### src/rtl/irq_pkg.sv
// Package irq_pkg
// Shared constants for the interrupt recognition unit: status register
// layout, the acknowledge transfer code and the sequencer state type.
package irq_pkg;
    localparam int SR_W      = 16;
    localparam int SR_TRACE  = 15;
    localparam int SR_SUPER  = 13;
    localparam int SR_MASK_L = 8;
    localparam int LVL_W     = 3;
    localparam int SR_MASK_H = SR_MASK_L + LVL_W - 1;
    localparam logic [SR_W-1:0] SR_RESET = 16'h2700;
    localparam logic [1:0] TT_IACK = 2'b11;

    typedef enum logic {SEQ_IDLE, SEQ_ACK} seq_state_t;
endpackage

### src/rtl/irq_l7_edge.sv
// Module irq_l7_edge
// Detects a change of the request level from below the top level to the
// top level and keeps it pending until the top-level acknowledge completes.
// Assumes req_level changes synchronously to clk. The level before the
// first edge after reset is taken as 0.
module irq_l7_edge #(
    parameter int LVL_W = 3
) (
    input  logic             clk,
    input  logic             rst_n,
    input  logic [LVL_W-1:0] req_level,
    input  logic             clr,
    output logic             nmi_active
);
    localparam logic [LVL_W-1:0] TOP = {LVL_W{1'b1}};

    logic [LVL_W-1:0] prev_lvl;
    logic             pend;
    logic             rise;

    // Purpose: a new arrival at the top level this cycle.
    assign rise = (req_level == TOP) && (prev_lvl != TOP);
    // Purpose: pending event, including one that arrives in this cycle.
    assign nmi_active = pend | rise;

    // Purpose: remember the last level and hold the pending flag.
    always_ff @(posedge clk) begin
        if (!rst_n) begin
            prev_lvl <= '0;
            pend     <= 1'b0;
        end else begin
            prev_lvl <= req_level;
            if (rise)
                pend <= 1'b1;
            else if (clr)
                pend <= 1'b0;
        end
    end

    // the pending flag drops only through a completed top-level acknowledge
    a_r5_pend_cleared_by_ack: assert property (@(posedge clk) disable iff (!rst_n)
        $fell(pend) |-> $past(clr));
endmodule

### src/rtl/irq_decide.sv
// Module irq_decide
// Combinational acceptance test at an instruction boundary. A pending
// top-level event wins. Other non-zero levels must be strictly above the
// mask. A level held at the top level is never accepted by its level alone.
module irq_decide #(
    parameter int LVL_W = 3
) (
    input  logic             boundary,
    input  logic             idle,
    input  logic             nmi_active,
    input  logic [LVL_W-1:0] req_level,
    input  logic [LVL_W-1:0] mask,
    output logic             take,
    output logic [LVL_W-1:0] take_lvl
);
    localparam logic [LVL_W-1:0] TOP = {LVL_W{1'b1}};

    logic level_ok;

    // Purpose: levels below the top act on their level against the mask.
    assign level_ok = (req_level != TOP) && (req_level > mask);

    // Purpose: accept at a boundary while idle and pick the level to serve.
    always_comb begin
        take     = boundary && idle && (nmi_active || level_ok);
        take_lvl = nmi_active ? TOP : req_level;
    end
endmodule

### src/rtl/irq_ack_seq.sv
// Module irq_ack_seq
// Runs the byte-wide acknowledge fetch. It raises the request after an
// accept and holds it until bus_ready, then captures the vector and
// pulses vec_valid for one cycle. Assumes bus_data is valid whenever
// bus_ready is high during an acknowledge.
module irq_ack_seq
    import irq_pkg::*;
#(
    parameter int LVL_W = 3,
    parameter int VEC_W = 8
) (
    input  logic             clk,
    input  logic             rst_n,
    input  logic             take,
    input  logic [LVL_W-1:0] take_lvl,
    input  logic             bus_ready,
    input  logic [VEC_W-1:0] bus_data,
    output logic             idle,
    output logic             done,
    output logic             ack_req,
    output logic [LVL_W-1:0] ack_level,
    output logic [1:0]       ack_tt,
    output logic [LVL_W-1:0] ack_tm,
    output logic [VEC_W-1:0] vec_out,
    output logic             vec_valid
);
    seq_state_t       state;
    logic [LVL_W-1:0] lvl_q;

    // Purpose: decode the bus-facing attributes from the sequencer state.
    always_comb begin
        idle      = (state == SEQ_IDLE);
        ack_req   = (state == SEQ_ACK);
        done      = ack_req && bus_ready;
        ack_level = lvl_q;
        ack_tt    = ack_req ? TT_IACK : 2'b00;
        ack_tm    = ack_req ? lvl_q : '0;
    end

    // Purpose: step the sequencer, hold the level and capture the vector.
    always_ff @(posedge clk) begin
        if (!rst_n) begin
            state     <= SEQ_IDLE;
            lvl_q     <= '0;
            vec_out   <= '0;
            vec_valid <= 1'b0;
        end else begin
            vec_valid <= 1'b0;
            case (state)
                SEQ_IDLE: if (take) begin
                    state <= SEQ_ACK;
                    lvl_q <= take_lvl;
                end
                SEQ_ACK: if (bus_ready) begin
                    state     <= SEQ_IDLE;
                    vec_out   <= bus_data;
                    vec_valid <= 1'b1;
                end
                default: state <= SEQ_IDLE;
            endcase
        end
    end

    // a stalled acknowledge keeps its request and level
    a_r8_hold_until_ready: assert property (@(posedge clk) disable iff (!rst_n)
        ack_req && !bus_ready |=> ack_req && $stable(ack_level));
    // the vector strobe lasts one cycle
    a_r9_single_pulse: assert property (@(posedge clk) disable iff (!rst_n)
        vec_valid |=> !vec_valid);
    // a capture follows a ready cycle of an acknowledge
    a_r9_capture_after_ready: assert property (@(posedge clk) disable iff (!rst_n)
        $rose(vec_valid) |-> $past(ack_req && bus_ready));
endmodule

### src/rtl/irq_sr_reg.sv
// Module irq_sr_reg
// Holds the status register. Software loads are applied first. Supervisor
// entry, trace clear and the mask raise at acknowledge completion then
// override the affected bits at the same edge.
module irq_sr_reg
    import irq_pkg::*;
#(
    parameter int LVL_W = 3
) (
    input  logic             clk,
    input  logic             rst_n,
    input  logic             load,
    input  logic [SR_W-1:0]  load_val,
    input  logic             enter,
    input  logic             done,
    input  logic [LVL_W-1:0] done_lvl,
    output logic [SR_W-1:0]  sr
);
    // Purpose: status register with unit updates taking precedence.
    always_ff @(posedge clk) begin
        if (!rst_n) begin
            sr <= SR_RESET;
        end else begin
            if (load)
                sr <= load_val;
            if (enter) begin
                sr[SR_SUPER] <= 1'b1;
                sr[SR_TRACE] <= 1'b0;
            end
            if (done)
                sr[SR_MASK_H:SR_MASK_L] <= done_lvl;
        end
    end
endmodule

### src/rtl/irq_recog.sv
// Module irq_recog
// Top of the interrupt recognition unit. It links the level-7 edge
// detector, the boundary decision, the acknowledge sequencer and the
// status register. Assumes insn_boundary is a one-cycle strobe from the
// instruction sequencer.
module irq_recog
    import irq_pkg::*;
#(
    parameter int VEC_W = 8
) (
    input  logic             clk,
    input  logic             rst_n,
    input  logic [LVL_W-1:0] req_level,
    input  logic             insn_boundary,
    input  logic             sr_load,
    input  logic [SR_W-1:0]  sr_load_val,
    input  logic             bus_ready,
    input  logic [VEC_W-1:0] bus_data,
    output logic [SR_W-1:0]  sr_out,
    output logic             ack_req,
    output logic [LVL_W-1:0] ack_level,
    output logic [1:0]       ack_tt,
    output logic [LVL_W-1:0] ack_tm,
    output logic [VEC_W-1:0] vec_out,
    output logic             vec_valid
);
    localparam logic [LVL_W-1:0] TOP = {LVL_W{1'b1}};

    logic             nmi_active;
    logic             idle;
    logic             take;
    logic             done;
    logic             nmi_clr;
    logic [LVL_W-1:0] take_lvl;

    // Purpose: clear the level-7 event once its own acknowledge finishes.
    assign nmi_clr = done && (ack_level == TOP);

    irq_l7_edge #(.LVL_W(LVL_W)) u_edge (
        .clk(clk), .rst_n(rst_n), .req_level(req_level),
        .clr(nmi_clr), .nmi_active(nmi_active)
    );

    irq_decide #(.LVL_W(LVL_W)) u_decide (
        .boundary(insn_boundary), .idle(idle), .nmi_active(nmi_active),
        .req_level(req_level), .mask(sr_out[SR_MASK_H:SR_MASK_L]),
        .take(take), .take_lvl(take_lvl)
    );

    irq_ack_seq #(.LVL_W(LVL_W), .VEC_W(VEC_W)) u_seq (
        .clk(clk), .rst_n(rst_n), .take(take), .take_lvl(take_lvl),
        .bus_ready(bus_ready), .bus_data(bus_data), .idle(idle), .done(done),
        .ack_req(ack_req), .ack_level(ack_level), .ack_tt(ack_tt),
        .ack_tm(ack_tm), .vec_out(vec_out), .vec_valid(vec_valid)
    );

    irq_sr_reg #(.LVL_W(LVL_W)) u_sr (
        .clk(clk), .rst_n(rst_n), .load(sr_load), .load_val(sr_load_val),
        .enter(take), .done(done), .done_lvl(ack_level), .sr(sr_out)
    );

    // an acknowledge starts only after a boundary strobe
    a_r2_boundary_only: assert property (@(posedge clk) disable iff (!rst_n)
        $rose(ack_req) |-> $past(insn_boundary));
    // a non-top level is accepted only above the mask that was in force
    a_r3_above_mask: assert property (@(posedge clk) disable iff (!rst_n)
        $rose(ack_req) && (ack_level != TOP) |-> ack_level > $past(sr_out[SR_MASK_H:SR_MASK_L]));
    // supervisor set and trace clear while the acknowledge begins
    a_r7_mode_on_entry: assert property (@(posedge clk) disable iff (!rst_n)
        $rose(ack_req) |-> sr_out[SR_SUPER] && !sr_out[SR_TRACE]);
    // the acknowledge is tagged with its transfer code
    a_r8_tagged_fetch: assert property (@(posedge clk) disable iff (!rst_n)
        ack_req |-> (ack_tt == TT_IACK) && (ack_tm == ack_level));
    // the mask equals the serviced level when the vector appears
    a_r10_mask_raised: assert property (@(posedge clk) disable iff (!rst_n)
        $rose(vec_valid) |-> sr_out[SR_MASK_H:SR_MASK_L] == $past(ack_level));
endmodule

### config.mk
export PLATFORM = sky130hd
export DESIGN_NAME = irq_recog
export DESIGN_NICKNAME = d
export VERILOG_FILES = /design/src/rtl/irq_pkg.sv /design/src/rtl/irq_l7_edge.sv /design/src/rtl/irq_decide.sv /design/src/rtl/irq_ack_seq.sv /design/src/rtl/irq_sr_reg.sv /design/src/rtl/irq_recog.sv
export SDC_FILE = /design/constraint.sdc
export NUM_CORES = 1
export LEC_CHECK = 0
export ABC_AREA = 1
export BUFFER_PORTS_ARGS = -buffer_cell sky130_fd_sc_hd__buf_2
export CAP_MARGIN = 30
export CORE_MARGIN = 3
export CORE_UTILIZATION = 40
export DETAILED_ROUTE_END_ITERATION = 12
export GPL_TIMING_DRIVEN = 0
export PLACE_DENSITY = 0.74
export SYNTH_ARGS = -nofsm -noshare
export SYNTH_HDL_FRONTEND = slang
export SYNTH_SLANG_ARGS = --single-unit
### constraint.sdc
create_clock -name clk -period 1.4 [get_ports clk]
set_clock_uncertainty 0.2 [all_clocks]
set_input_delay 0.21 -clock clk [delete_from_list [all_inputs] [get_ports clk]]
set_output_delay 0.21 -clock clk [all_outputs]
set_load 0.02 [all_outputs]
==> key figures, run 1 <==
Status
  – Status: finished with violations
  – Failing checks: negative setup slack

GRT
  – Met1 Use GR: 22.52%
  – GRT Total Usage: 19.44%
  – GR Util met2: 32.90%
  – Largest net degree at the start of global routing: 11
  – GR Overflow Total: 0
  – Vias in the first global route: 1451
  – First-pass GRT wire length: 6203 um
  – Met3 usage in global routing: 5.097%
  – Most used routing layer: met2
  – Initial antenna violation count: 0

Worst setup path
  – Most used cell, CP: a21oi_2
  – Arr. time, crit path: 1.54 ns
  – CP max-delay cell: dfxtp_4
  – CP Capture Point: u_seq.ack_level[1]
  – Worst R2R Setup Slack: -0.11 ns
  – Crit Path Max Fanout: 7
  – Critical path origin: u_sr.sr[10]
  – Reg2reg start: u_sr.sr[10]
  – Setup CP Type: flop to flop
  – Worst r2r path cells: 8
  – Crit path required time: 1.43 ns
  – CP peak stage delay: 0.36 ns
  – Crit-path cells: inv_2 -> ha_4 -> a21oi_2 -> nand2_1 -> nand2_2 -> nand2_4 -> a21oi_2 -> nor2_1
  – Crit start category: flop
  – Endpoint class of the critical path: flop
  – Reg-to-Reg End: u_seq.ack_level[1]

Logic synthesis
  – Yosys warnings: 0
  – Synthesis-stage register bit count: 33
  – Avg Cell Area, Syn: 7.570 sq um
  – Count of cell types in the netlist: 21
  – Synth Net Count: 213
  – Cells after synthesis: 178
  – Seq/Total Area, Yosys: 49.03%
  – Synth Cell Area: 0.001348 sq mm

Timing
  – Period utilization: 107.9%
  – Setup violations, final: 7
  – Worst hold slack: 0.03399 ns
  – Final min period: 1.510 ns
  – Fin. max-slew vios: 0
  – Total negative slack: -0.5952 ns
  – Fmax: 662.2 MHz
  – Hold Vio Cnt, Final: 0
  – Slew margin rel.: 68.93%
  – Final worst slack: -0.1102 ns
  – Worst Max-Slew Pin Slew: 0.4655 ns
  – RSZ-0062 raised after global routing: true

Cells and area
  – Layout fillers: 256
  – Layout cells sized above 1: 39.86%
  – Storage cell area: 675.6 sq um
  – Area of the multi-input gates: 646.9 sq um
  – Core Util, Final: 71.32%
  – Layout Nets: 316
  – Number of diodes: 0
  – P&R area growth vs syn: 65.55%

Worst hold path
  – Hold Path Class: input port to flop
  – Critical hold path startpoint: sr_load

Routing
  – Routed len/inst: 11.82 um
  – Final wirelength: 3842 um
  – Via-to-Cell Ratio: 4.582
  – Router iterations before antenna repair: 4
  – 1st-iter DRT viols: 72
  – Drt drc: 0
  – Final ANT Viol Nets: 0
  – Vias: 1489

Floorplan
  – Initial core utilization: 43.08%
  – I/O Pins: 66
  – Rows: 20
  – Die Wd: 64.04 um
  – Floorplan Core Area: 0.003128 sq mm
  – Die Area: 0.004101 sq mm
  – Die Y: 64.04 um

Power and ir drop
  – Total power: 2.146 mW
  – Clock power share: 24.9%
  – Pint: 1.499 mW
  – P per Cell Area: 961.9 mW/mm^2
  – Psw: 0.6463 mW
  – Max VDD drop: 0.5147 mV
  – Comb pwr share: 25.9%
  – Leakage: 1.136 nW
  – Sequential Power Share: 49.1%
  – Switching Share: 30.12%

Clock tree
  – CTS Buf Count: 5
  – Clock Pin Slew Worst Setup and Hold Paths: 0.09 ns
  – CTS tree: done
  – H-tree depth: 2
  – Clock root buffer: clkbuf_4
  – Clk sink count: 33
  – Clock latency at the later pin of the worst-skew pair: 0.33 ns
  – Maximum root-to-sink buffer count: 2

Flow run
  – Number of max-cap violations: 0

Placement
  – Dpl ws: -0.1416 ns
  – Global placer's final weighted congestion: 0.8026
  – DP HPWL: 2504 um
  – I/O Buffers: 64
## synth_stat cells (all sizes together)
master   count  area share (%)
mux2i        1            0.74
o21ai       19             7.1
inv         16             4.5
nand2       22             7.1
o2111ai      1            0.65
clkbuf       1            0.28
nor3         1            0.37
nor2        48              14
nand3       12             4.5
a21oi        7             3.2
nand4        4             1.9
buf          9             4.0
nand3b       1            0.56
ha           3             2.8
dfxtp       33              49
## flip-flops by register name (all words and copies together), names as in the netlist
name             cells
u_sr.sr             16
u_seq.vec_out        8
u_edge.prev_lvl      3
u_seq.ack_level      3
u_edge.pend          1
u_seq.ack_req        1
u_seq.vec_valid      1
## kinds of logic (layout without fill, tap and decap cells)
logic type,Yosys count,in the layout,share of synthesized area [%]
buffers and inverters,26,129,8.728
adder cells (fa/ha/maj),3,3,2.786
multiplexers,1,1,0.7428
AND/OR/NAND/NOR,88,88,27.86
flip-flops,33,33,49.02
AO/OA/AOI/OAI,27,27,10.86
## cell usage in the layout (no fill, tap or decap), drive strengths merged
cell type,n
inv,16
clkbuf,9
nor2,48
nand4,4
ha,3
nand3,12
a21oi,7
nand2,22
nor3,1
o21ai,19
mux2i,1
o2111ai,1
buf,75
dlygate4sd3,29
nand3b,1
dfxtp,33
## layout make-up
class	count	share of cell area (%)
Buffer	10	3.029
Multi-Input combinational cell	119	29.00
Timing Repair Buffer	96	30.06
Clock buffer	7	2.468
Sequential cell	33	30.29
Tap cell	44	2.468
Inverter	16	2.692
## critical path, delay by kind of cell, from the launching register on
kind / cells / cell delay, ns
AO/OA/AOI/OAI: 2 / 0.28
adder cells (fa/ha/maj): 1 / 0.24
buffers and inverters: 1 / 0.04
flip-flops: 1 / 0.36
AND/OR/NAND/NOR: 4 / 0.30
## stage by stage
step	instances	area [sq um]
after floorplan	178	1418
after global placement	286	1793
after detailed placement	286	1793
after CTS	325	2201
after global routing	325	2231
final	325	2231
## metal layers
| metal | up-vias | share of wire (%) |
|---|---|---|
| li1 | 777 | - |
| met1 | 655 | 42 |
| met2 | 48 | 51 |
| met3 | 9 | 5.5 |
| met4 | 0 | 2.0 |
| met5 | - | 0 |
## worst min-delay path by stage
stage,endpoint,cells after the start
CTS,u_sr.sr[2],3
global route,u_sr.sr[3],3
floorplan,u_edge.prev_lvl[0],2
finish,u_sr.sr[3],3
detailed placement,u_sr.sr[11],3
global placement,u_sr.sr[5],3
## power by group through the flow
stage	Combinational (mW)	Clock, mW	Sequential [mW]
finish	0.556	0.535	1.05
global route	0.609	0.610	1.06
CTS	0.532	0.557	1.05
detailed placement	0.444	0	1.07
global placement	0.438	0	1.07
floorplan	0.218	0	1.14
## what timing repair did
action / CTS / global route
setup endpoints to repair: 17 / 33
pin swaps: 8 / 7
gates resized for setup: 15 / 13
hold buffers: 29 / 0
hold endpoints to repair: 29 / 0
setup buffers: 3 / 0
Power figures use the tool's default switching activity.
==> run 2: changes to the inputs <==
--- a/config.mk
+++ b/config.mk
@@ -5,14 +5,13 @@
 export SDC_FILE = /design/constraint.sdc
 export NUM_CORES = 1
 export LEC_CHECK = 0
-export ABC_AREA = 1
 export BUFFER_PORTS_ARGS = -buffer_cell sky130_fd_sc_hd__buf_2
 export CAP_MARGIN = 30
 export CORE_MARGIN = 3
 export CORE_UTILIZATION = 40
 export DETAILED_ROUTE_END_ITERATION = 12
 export GPL_TIMING_DRIVEN = 0
-export PLACE_DENSITY = 0.74
+export PLACE_DENSITY = 0.73
 export SYNTH_ARGS = -nofsm -noshare
 export SYNTH_HDL_FRONTEND = slang
 export SYNTH_SLANG_ARGS = --single-unit
==> key figures, run 2 <==
Status
  – Status: finished with violations (unchanged)
  – Failing checks: negative setup slack (unchanged)

Timing
  – Fin. max-slew vios: 0 (unchanged)
  – Final worst slack: -0.3497 ns (was -0.1102 ns)
  – RSZ-0062 raised after global routing: true (unchanged)
  – Period utilization: 125.0% (was 107.9%)
  – Hold Vio Cnt, Final: 0 (unchanged)
  – Slew margin rel.: 71.36% (was 68.93%)
  – Fmax: 571.5 MHz (was 662.2 MHz)
  – Final min period: 1.750 ns (was 1.510 ns)
  – Worst Max-Slew Pin Slew: 0.4296 ns (was 0.4655 ns)
  – Total negative slack: -2.318 ns (was -0.5952 ns)
  – Worst hold slack: 0.01435 ns (was 0.03399 ns)
  – Setup violations, final: 11 (was 7)

Worst hold path
  – Hold Path Cell Cnt: 5 (was 3)
  – Hold Path Class: input port to flop (unchanged)

Floorplan
  – I/O Pins: 66 (unchanged)
  – Initial core utilization: 41.97% (was 43.08%)
  – Die Area: 0.004308 sq mm (was 0.004101 sq mm)
  – Die Wd: 65.64 um (was 64.04 um)
  – Die Y: 65.64 um (was 64.04 um)
  – Floorplan Core Area: 0.003390 sq mm (was 0.003128 sq mm)
  – Rows: 21 (was 20)

Cells and area
  – Finished Layout Cells: 299 (was 325)
  – Registers with the most flip-flops: u_sr.sr x16, u_seq.vec_out x8 (unchanged)
  – Storage cell area: 681.9 sq um (was 675.6 sq um)
  – Layout fillers: 257 (was 256)
  – Layout Nets: 287 (was 316)
  – Commonest non-fill, non-tap cell in the layout: buf_2 (unchanged)
  – Core Util, Final: 68.70% (was 71.32%)
  – Commonest non-fill, non-tap cells in the layout: buf_2 (62), dfxtp_1 (26), nand2_1 (25), dlygate4sd3_1 (25) (was buf_2 (62), nor2_1 (46), dlygate4sd3_1 (29))
  – Layout cells sized above 1: 43.08% (was 39.86%)
  – Reg with most FFs: u_sr.sr (unchanged)
  – Area of the multi-input gates: 797.0 sq um (was 646.9 sq um)
  – Design area: 0.002328 sq mm (was 0.002231 sq mm)
  – Number of diodes: 0 (unchanged)
  – P&R area growth vs syn: 63.68% (was 65.55%)
  – Max reg flops: 16 (unchanged)

Logic synthesis
  – Share of flip-flops with an asynchronous set or reset: 0% (unchanged)
  – Yosys warnings: 0 (unchanged)
  – Post-synth top cells: dfxtp_1 (33), nand2_1 (27), mux2i_1 (13), nor2b_1 (13), a21boi_0 (8) (was nor2_1 (47), dfxtp_1 (33), nand2_1 (19), o21ai_0 (19), inv_1 (16))
  – Synth Cell Area: 0.001423 sq mm (was 0.001348 sq mm)
  – Avg Cell Area, Syn: 9.298 sq um (was 7.570 sq um)
  – Synth Net Count: 188 (was 213)
  – Synth top area cells: dfxtp_1 (46%), mux2i_1 (9.1%), nand2_1 (7.1%) (was dfxtp_1 (49%), nor2_1 (13%), o21ai_0 (7.1%))
  – Area share of the largest cell type after synthesis: 46.44% (was 49.03%)
  – Seq/Total Area, Yosys: 46.44% (was 49.03%)
  – Post-synth top flop: dfxtp_1 (unchanged)
  – Cell taking the most area after synthesis: dfxtp_1 (unchanged)
  – Most common cell in the netlist: dfxtp_1 (was nor2_1)
  – Number of synthesized flops with an enable pin: 0 (unchanged)
  – Synthesis-stage register bit count: 33 (unchanged)
  – Cells after synthesis: 153 (was 178)
  – Count of cell types in the netlist: 30 (was 21)

Power and ir drop
  – Total power: 2.312 mW (was 2.146 mW)
  – Leakage: 1.085 nW (was 1.136 nW)
  – P per Cell Area: 992.8 mW/mm^2 (was 961.9 mW/mm^2)
  – Max VDD drop: 0.5701 mV (was 0.5147 mV)

GRT
  – First-pass GRT wire length: 5920 um (was 6203 um)
  – GR Overflow Total: 0 (unchanged)
  – GRT Total Usage: 17.86% (was 19.44%)
  – Vias in the first global route: 1375 (was 1451)
  – Largest net degree at the start of global routing: 12 (was 11)
  – Initial antenna violation count: 0 (unchanged)

Placement
  – Placed cell areas: 0.001866 sq mm (was 0.001793 sq mm)
  – Dpl ws: -0.3632 ns (was -0.1416 ns)
  – Placed cells: 263 (was 286)
  – Global placer's final weighted congestion: 0.7837 (was 0.8026)
  – I/O Buffers: 64 (unchanged)
  – DP HPWL: 2417 um (was 2504 um)

Clock tree
  – Clock Pin Slew Worst Setup and Hold Paths: 0.10 ns (was 0.09 ns)
  – CTS tree: done (unchanged)
  – CTS Buf Count: 5 (unchanged)
  – Clock root buffer: clkbuf_4 (unchanged)
  – H-tree depth: 2 (unchanged)
  – Clock latency at the later pin of the worst-skew pair: 0.32 ns (was 0.33 ns)
  – Maximum root-to-sink buffer count: 2 (unchanged)
  – Clk sink count: 33 (unchanged)

Worst setup path
  – WP depth: 6 (was 8)
  – Worst r2r path cells: 6 (was 8)
  – CP peak stage delay: 0.36 ns (about the same)
  – Worst path top cell family by delay: compound AO/OA/AOI/OAI gates (was flip-flops)
  – Crit Path Max Fanout: 7 (unchanged)
  – Endpoint class of the critical path: flop (unchanged)
  – Arr. time, crit path: 1.78 ns (was 1.54 ns)
  – Crit path required time: 1.43 ns (about the same)
  – CP max-delay cell: dfxtp_4 (unchanged)
  – Crit-path cells: inv_4 -> ha_4 -> nand3_2 -> and2_4 -> a211o_1 -> a31o_1 (was inv_2 -> ha_4 -> a21oi_2 -> nand2_1 -> nand2_2 -> nand2_4 -> a21oi_2 -> nor2_1)
  – Setup CP Type: flop to flop (unchanged)
  – Crit start category: flop (unchanged)
  – CP bufs+invs: 1 (unchanged)

Flow run
  – Number of max-cap violations: 0 (unchanged)

Routing
  – Vias: 1433 (was 1489)
  – Routed len/inst: 13.12 um (was 11.82 um)
  – Router iterations before antenna repair: 4 (unchanged)
  – Final ANT Viol Nets: 0 (unchanged)
  – Final wirelength: 3924 um (was 3842 um)
  – Drt drc: 0 (unchanged)
  – Via-to-Cell Ratio: 4.793 (was 4.582)
  – 1st-iter DRT viols: 53 (was 72)
-- run 2: cell types whose count changed in the layout (fill, tap and decap cells not counted), moves of 3 or more --
cell and change:
nor2_1 -39, inv_2 -4, and2_1 +5, mux2i_1 +12
a21oi_2 -4, clkbuf_1 +3, dlygate4sd3_1 -4, o21ai_0 -18
a21boi_0 +8, nand3_1 -8, nor2b_1 +13, nor4bb_1 +3
inv_1 -11, nand2_1 +8
-- run 2: what timing repair did --
action                     CTS  global route
hold endpoints to repair    27             0
hold buffers                25             0
resized for setup            4            36
setup endpoints to repair   24            25
setup buffers                1             2
pin swaps                    2             3
gates cloned                 0             1
-- run 2: report_power, final --
| part | internal (mW) | total [mW] | switching, mW |
|---|---|---|---|
| Combinational | 0.296 | 0.585 | 0.288 |
| Sequential | 0.999 | 1.05 | 0.0523 |
| Clock | 0.355 | 0.676 | 0.321 |
| Total | 1.65 | 2.31 | 0.662 |
-- run 2: area by class of cell --
| type | instances | share of cell area, % |
|---|---|---|
| plain buffers | 10 | 2.848 |
| clock buffers | 8 | 3.439 |
| inverters | 3 | 0.6986 |
| multi-input cells | 106 | 34.23 |
| flip-flops and latches | 33 | 29.29 |
| well taps | 46 | 2.472 |
| repair buffers | 93 | 27.03 |
-- run 2: cell families (layout without fill, tap and decap cells) --
| family | Yosys count | in the layout | synth area share (%) |
|---|---|---|---|
| multiplexers | 14 | 14 | 9.938 |
| AND/OR/NAND/NOR | 65 | 65 | 24.19 |
| adder cells (fa/ha/maj) | 3 | 3 | 2.639 |
| buffers and inverters | 14 | 114 | 5.012 |
| flip-flops | 33 | 33 | 46.44 |
| AO/OA/AOI/OAI | 24 | 24 | 11.79 |
-- run 2: worst min-delay path, stage by stage --
cell and delay, ns:
buf_2 0.07, mux2i_1 0.06, nand2_1 0.07, o21ai_2 0.05, nand2_1 0.05
-- run 2: path summary, 6_finish.rpt --
path / startpoint / endpoint / slack, ns
max reg2reg: u_sr.sr[10] / u_seq.ack_req / -0.35
min reg2reg: u_seq.vec_out[5] / u_seq.vec_out[5] / 0.27
min: sr_load_val[8] / u_sr.sr[8] / 0.01
max: u_sr.sr[10] / u_seq.ack_req / -0.35
-- run 2: per-layer routing --
| metal | up-vias | wire (um) | track usage (%) |
|---|---|---|---|
| met5 | - | 0 | 0 |
| met4 | 0 | 34 | 6.995 |
| met3 | 5 | 203 | 4.615 |
| met2 | 48 | 2046 | 30.91 |
| met1 | 661 | 1640 | 20.82 |
| li1 | 719 | - | - |
==> run 3: changes to the inputs <==
==> constraint.sdc (replaced) <==
create_clock -name clk -period 1.5 [get_ports clk]
set_clock_uncertainty 0.2 [all_clocks]
set_input_delay 0.225 -clock clk [delete_from_list [all_inputs] [get_ports clk]]
set_output_delay 0.225 -clock clk [all_outputs]
set_load 0.02 [all_outputs]
==> key figures, run 3 (synthesized netlist as in run 2, its figures left out) <==
Cells and area
  – Commonest non-fill, non-tap cell in the layout: buf_2 (unchanged)
  – Max reg flops: 16 (unchanged)
  – Core Util, Final: 67.63% (was 68.70%)
  – Layout fillers: 255 (was 257)
  – Layout cells sized above 1: 41.04% (was 43.08%)
  – Commonest non-fill, non-tap cells in the layout: buf_2 (64), dfxtp_1 (28), nand2_1 (26) (was buf_2 (62), dfxtp_1 (26), nand2_1 (25), dlygate4sd3_1 (25))
  – P&R area growth vs syn: 61.13% (was 63.68%)
  – Layout Nets: 285 (was 287)
  – Number of diodes: 0 (unchanged)
  – Registers with the most flip-flops: u_sr.sr x16, u_seq.vec_out x8 (unchanged)
  – Reg with most FFs: u_sr.sr (unchanged)

Status
  – Status: finished with violations (unchanged)
  – Failing checks: negative setup slack (unchanged)

Power and ir drop
  – Pint: 1.537 mW (was 1.650 mW)
  – P per Cell Area: 938.8 mW/mm^2 (was 992.8 mW/mm^2)
  – Clock power share: 29.4% (was 29.2%)
  – Switching Share: 28.58% (was 28.62%)
  – Psw: 0.6150 mW (was 0.6615 mW)
  – Sequential Power Share: 45.6% (was 45.5%)
  – Leakage: 1.065 nW (was 1.085 nW)
  – Comb pwr share: 25.0% (was 25.3%)
  – Max VDD drop: 0.5282 mV (was 0.5701 mV)

GRT
  – Vias in the first global route: 1367 (was 1375)
  – GRT Total Usage: 17.72% (was 17.86%)
  – First-pass GRT wire length: 5885 um (was 5920 um)
  – GR Overflow Total: 0 (unchanged)
  – Largest net degree at the start of global routing: 12 (unchanged)
  – Initial antenna violation count: 0 (unchanged)

Clock tree
  – H-tree depth: 2 (unchanged)
  – Clk sink count: 33 (unchanged)
  – CTS Buf Count: 5 (unchanged)
  – Clock latency at the later pin of the worst-skew pair: 0.33 ns (was 0.32 ns)
  – Maximum root-to-sink buffer count: 2 (unchanged)
  – CTS tree: done (unchanged)
  – Clock root buffer: clkbuf_4 (unchanged)
  – Clock Pin Slew Worst Setup and Hold Paths: 0.10 ns (about the same)

Placement
  – Global placer's final weighted congestion: 0.7837 (unchanged)
  – I/O Buffers: 64 (unchanged)
  – DP HPWL: 2417 um (unchanged)

Worst setup path
  – Worst R2R Setup Slack: -0.25 ns (was -0.35 ns)
  – Setup CP Type: flop to flop (unchanged)
  – Arr. time, crit path: 1.78 ns (about the same)
  – CP max-delay cell: dfxtp_4 (unchanged)
  – Endpoint class of the critical path: flop (unchanged)
  – Reg-to-Reg End: u_seq.ack_req (unchanged)
  – Worst r2r path cells: 6 (unchanged)
  – Crit start category: flop (unchanged)
  – CP Capture Point: u_seq.ack_req (unchanged)
  – Crit Path Max Fanout: 7 (unchanged)
  – Crit path required time: 1.53 ns (was 1.43 ns)
  – Crit-path cells: inv_4 -> ha_4 -> a21oi_2 -> o21ai_4 -> a211o_1 -> a31o_1 (was inv_4 -> ha_4 -> nand3_2 -> and2_4 -> a211o_1 -> a31o_1)
  – CP peak stage delay: 0.36 ns (about the same)
  – Critical path origin: u_sr.sr[10] (unchanged)
  – Reg2reg start: u_sr.sr[10] (unchanged)

Worst hold path
  – Hold Path Class: input port to flop (unchanged)

Floorplan
  – Die Y: 65.64 um (unchanged)
  – Rows: 21 (unchanged)
  – Die Wd: 65.64 um (unchanged)
  – Die Area: 0.004308 sq mm (unchanged)
  – Initial core utilization: 41.97% (unchanged)
  – Floorplan Core Area: 0.003390 sq mm (unchanged)
  – I/O Pins: 66 (unchanged)

Timing
  – Final min period: 1.751 ns (was 1.750 ns)
  – Slew margin rel.: 66.66% (was 71.36%)
  – Worst hold slack: 0.009340 ns (was 0.01435 ns)
  – Fin. max-slew vios: 0 (unchanged)
  – Setup violations, final: 8 (was 11)
  – RSZ-0062 raised after global routing: true (unchanged)
  – Hold Vio Cnt, Final: 0 (unchanged)
  – Period utilization: 116.7% (was 125.0%)
  – Fmax: 571.2 MHz (was 571.5 MHz)
  – Worst Max-Slew Pin Slew: 0.4985 ns (was 0.4296 ns)
  – Final worst slack: -0.2506 ns (was -0.3497 ns)

Routing
  – Final ANT Viol Nets: 0 (unchanged)
  – Vias: 1424 (was 1433)
  – Router iterations before antenna repair: 4 (unchanged)
  – Final wirelength: 3780 um (was 3924 um)
  – 1st-iter DRT viols: 56 (was 53)
  – Via-to-Cell Ratio: 4.795 (was 4.793)
  – Drt drc: 0 (unchanged)
  – Routed len/inst: 12.73 um (was 13.12 um)

Flow run
  – Number of max-cap violations: 0 (unchanged)
==> run 3: cell types whose count changed in the layout (fill, tap and decap cells not counted), sizes merged <==
cell / delta
clkbuf: -1
dlygate4sd3: -1
==> run 3: repair_timing <==
item	CTS	global route
endpoints found under the hold margin	26	0
hold buffers	24	0
resized for setup	2	26
setup endpoints to repair	17	22
pin swaps	2	5
buffers inserted	1	2
==> run 3: power groups by stage <==
stage                     Sequential, mW  Combinational, mW  Clock [mW]
after floorplan                     1.05              0.230           0
after global placement             0.997              0.421           0
after detailed placement           0.997              0.424           0
after CTS                          0.978              0.475       0.646
after global routing               0.991              0.586       0.693
final                              0.981              0.538       0.633
==> run 3: worst min path at each step <==
stage,from,to,cells after the start
floorplan,req_level[1],u_edge.prev_lvl[1],1
global placement,u_seq.vec_out[3],u_seq.vec_out[3],2
detailed placement,u_seq.vec_out[3],u_seq.vec_out[3],2
CTS,req_level[2],u_edge.prev_lvl[2],2
global route,req_level[2],u_edge.prev_lvl[2],2
finish,req_level[2],u_edge.prev_lvl[2],2
==> run 3: cell type report <==
class	instances	area (sq um)	area share, %
repair buffers	91	599.3	26.15
plain buffers	10	66.31	2.893
well taps	46	57.56	2.511
clock buffers	8	80.08	3.493
flip-flops and latches	33	674.4	29.42
inverters	3	16.27	0.7096
multi-input cells	106	798.3	34.83
==> run 3: metal layers <==
metal  part of all wire (%)  vias up  track usage (%)
met4                    1.5        0            6.995
met3                    5.7        7            4.615
met5                      0        -                0
met1                     43      659            20.93
met2                     50       46            30.29
li1                       -      712                -
==> run 3: worst max-delay path: cells and delay by family (launching register included) <==
kind                       cells  cell delay [ns]
DFF                            1             0.36
AOI/OAI and AO/OA              4             0.80
adders and majority gates      1             0.25
buffers and inverters          1             0.04
==> run 3: stage by stage <==
step / total power, mW / TNS (ns) / worst slack, ns / instance area [sq um] / instances
2_1_floorplan: 1.280 / -1.224 / -0.2290 / 1488 / 153
5_1_grt: 2.270 / -2.320 / -0.3575 / 2292 / 297
3_3_place_gp: 1.418 / -1.646 / -0.2752 / 1866 / 263
6_report: 2.152 / -1.445 / -0.2506 / 2292 / 297
4_1_cts: 2.099 / -1.536 / -0.1973 / 2191 / 295
3_5_place_dp: 1.422 / -1.655 / -0.2782 / 1866 / 263
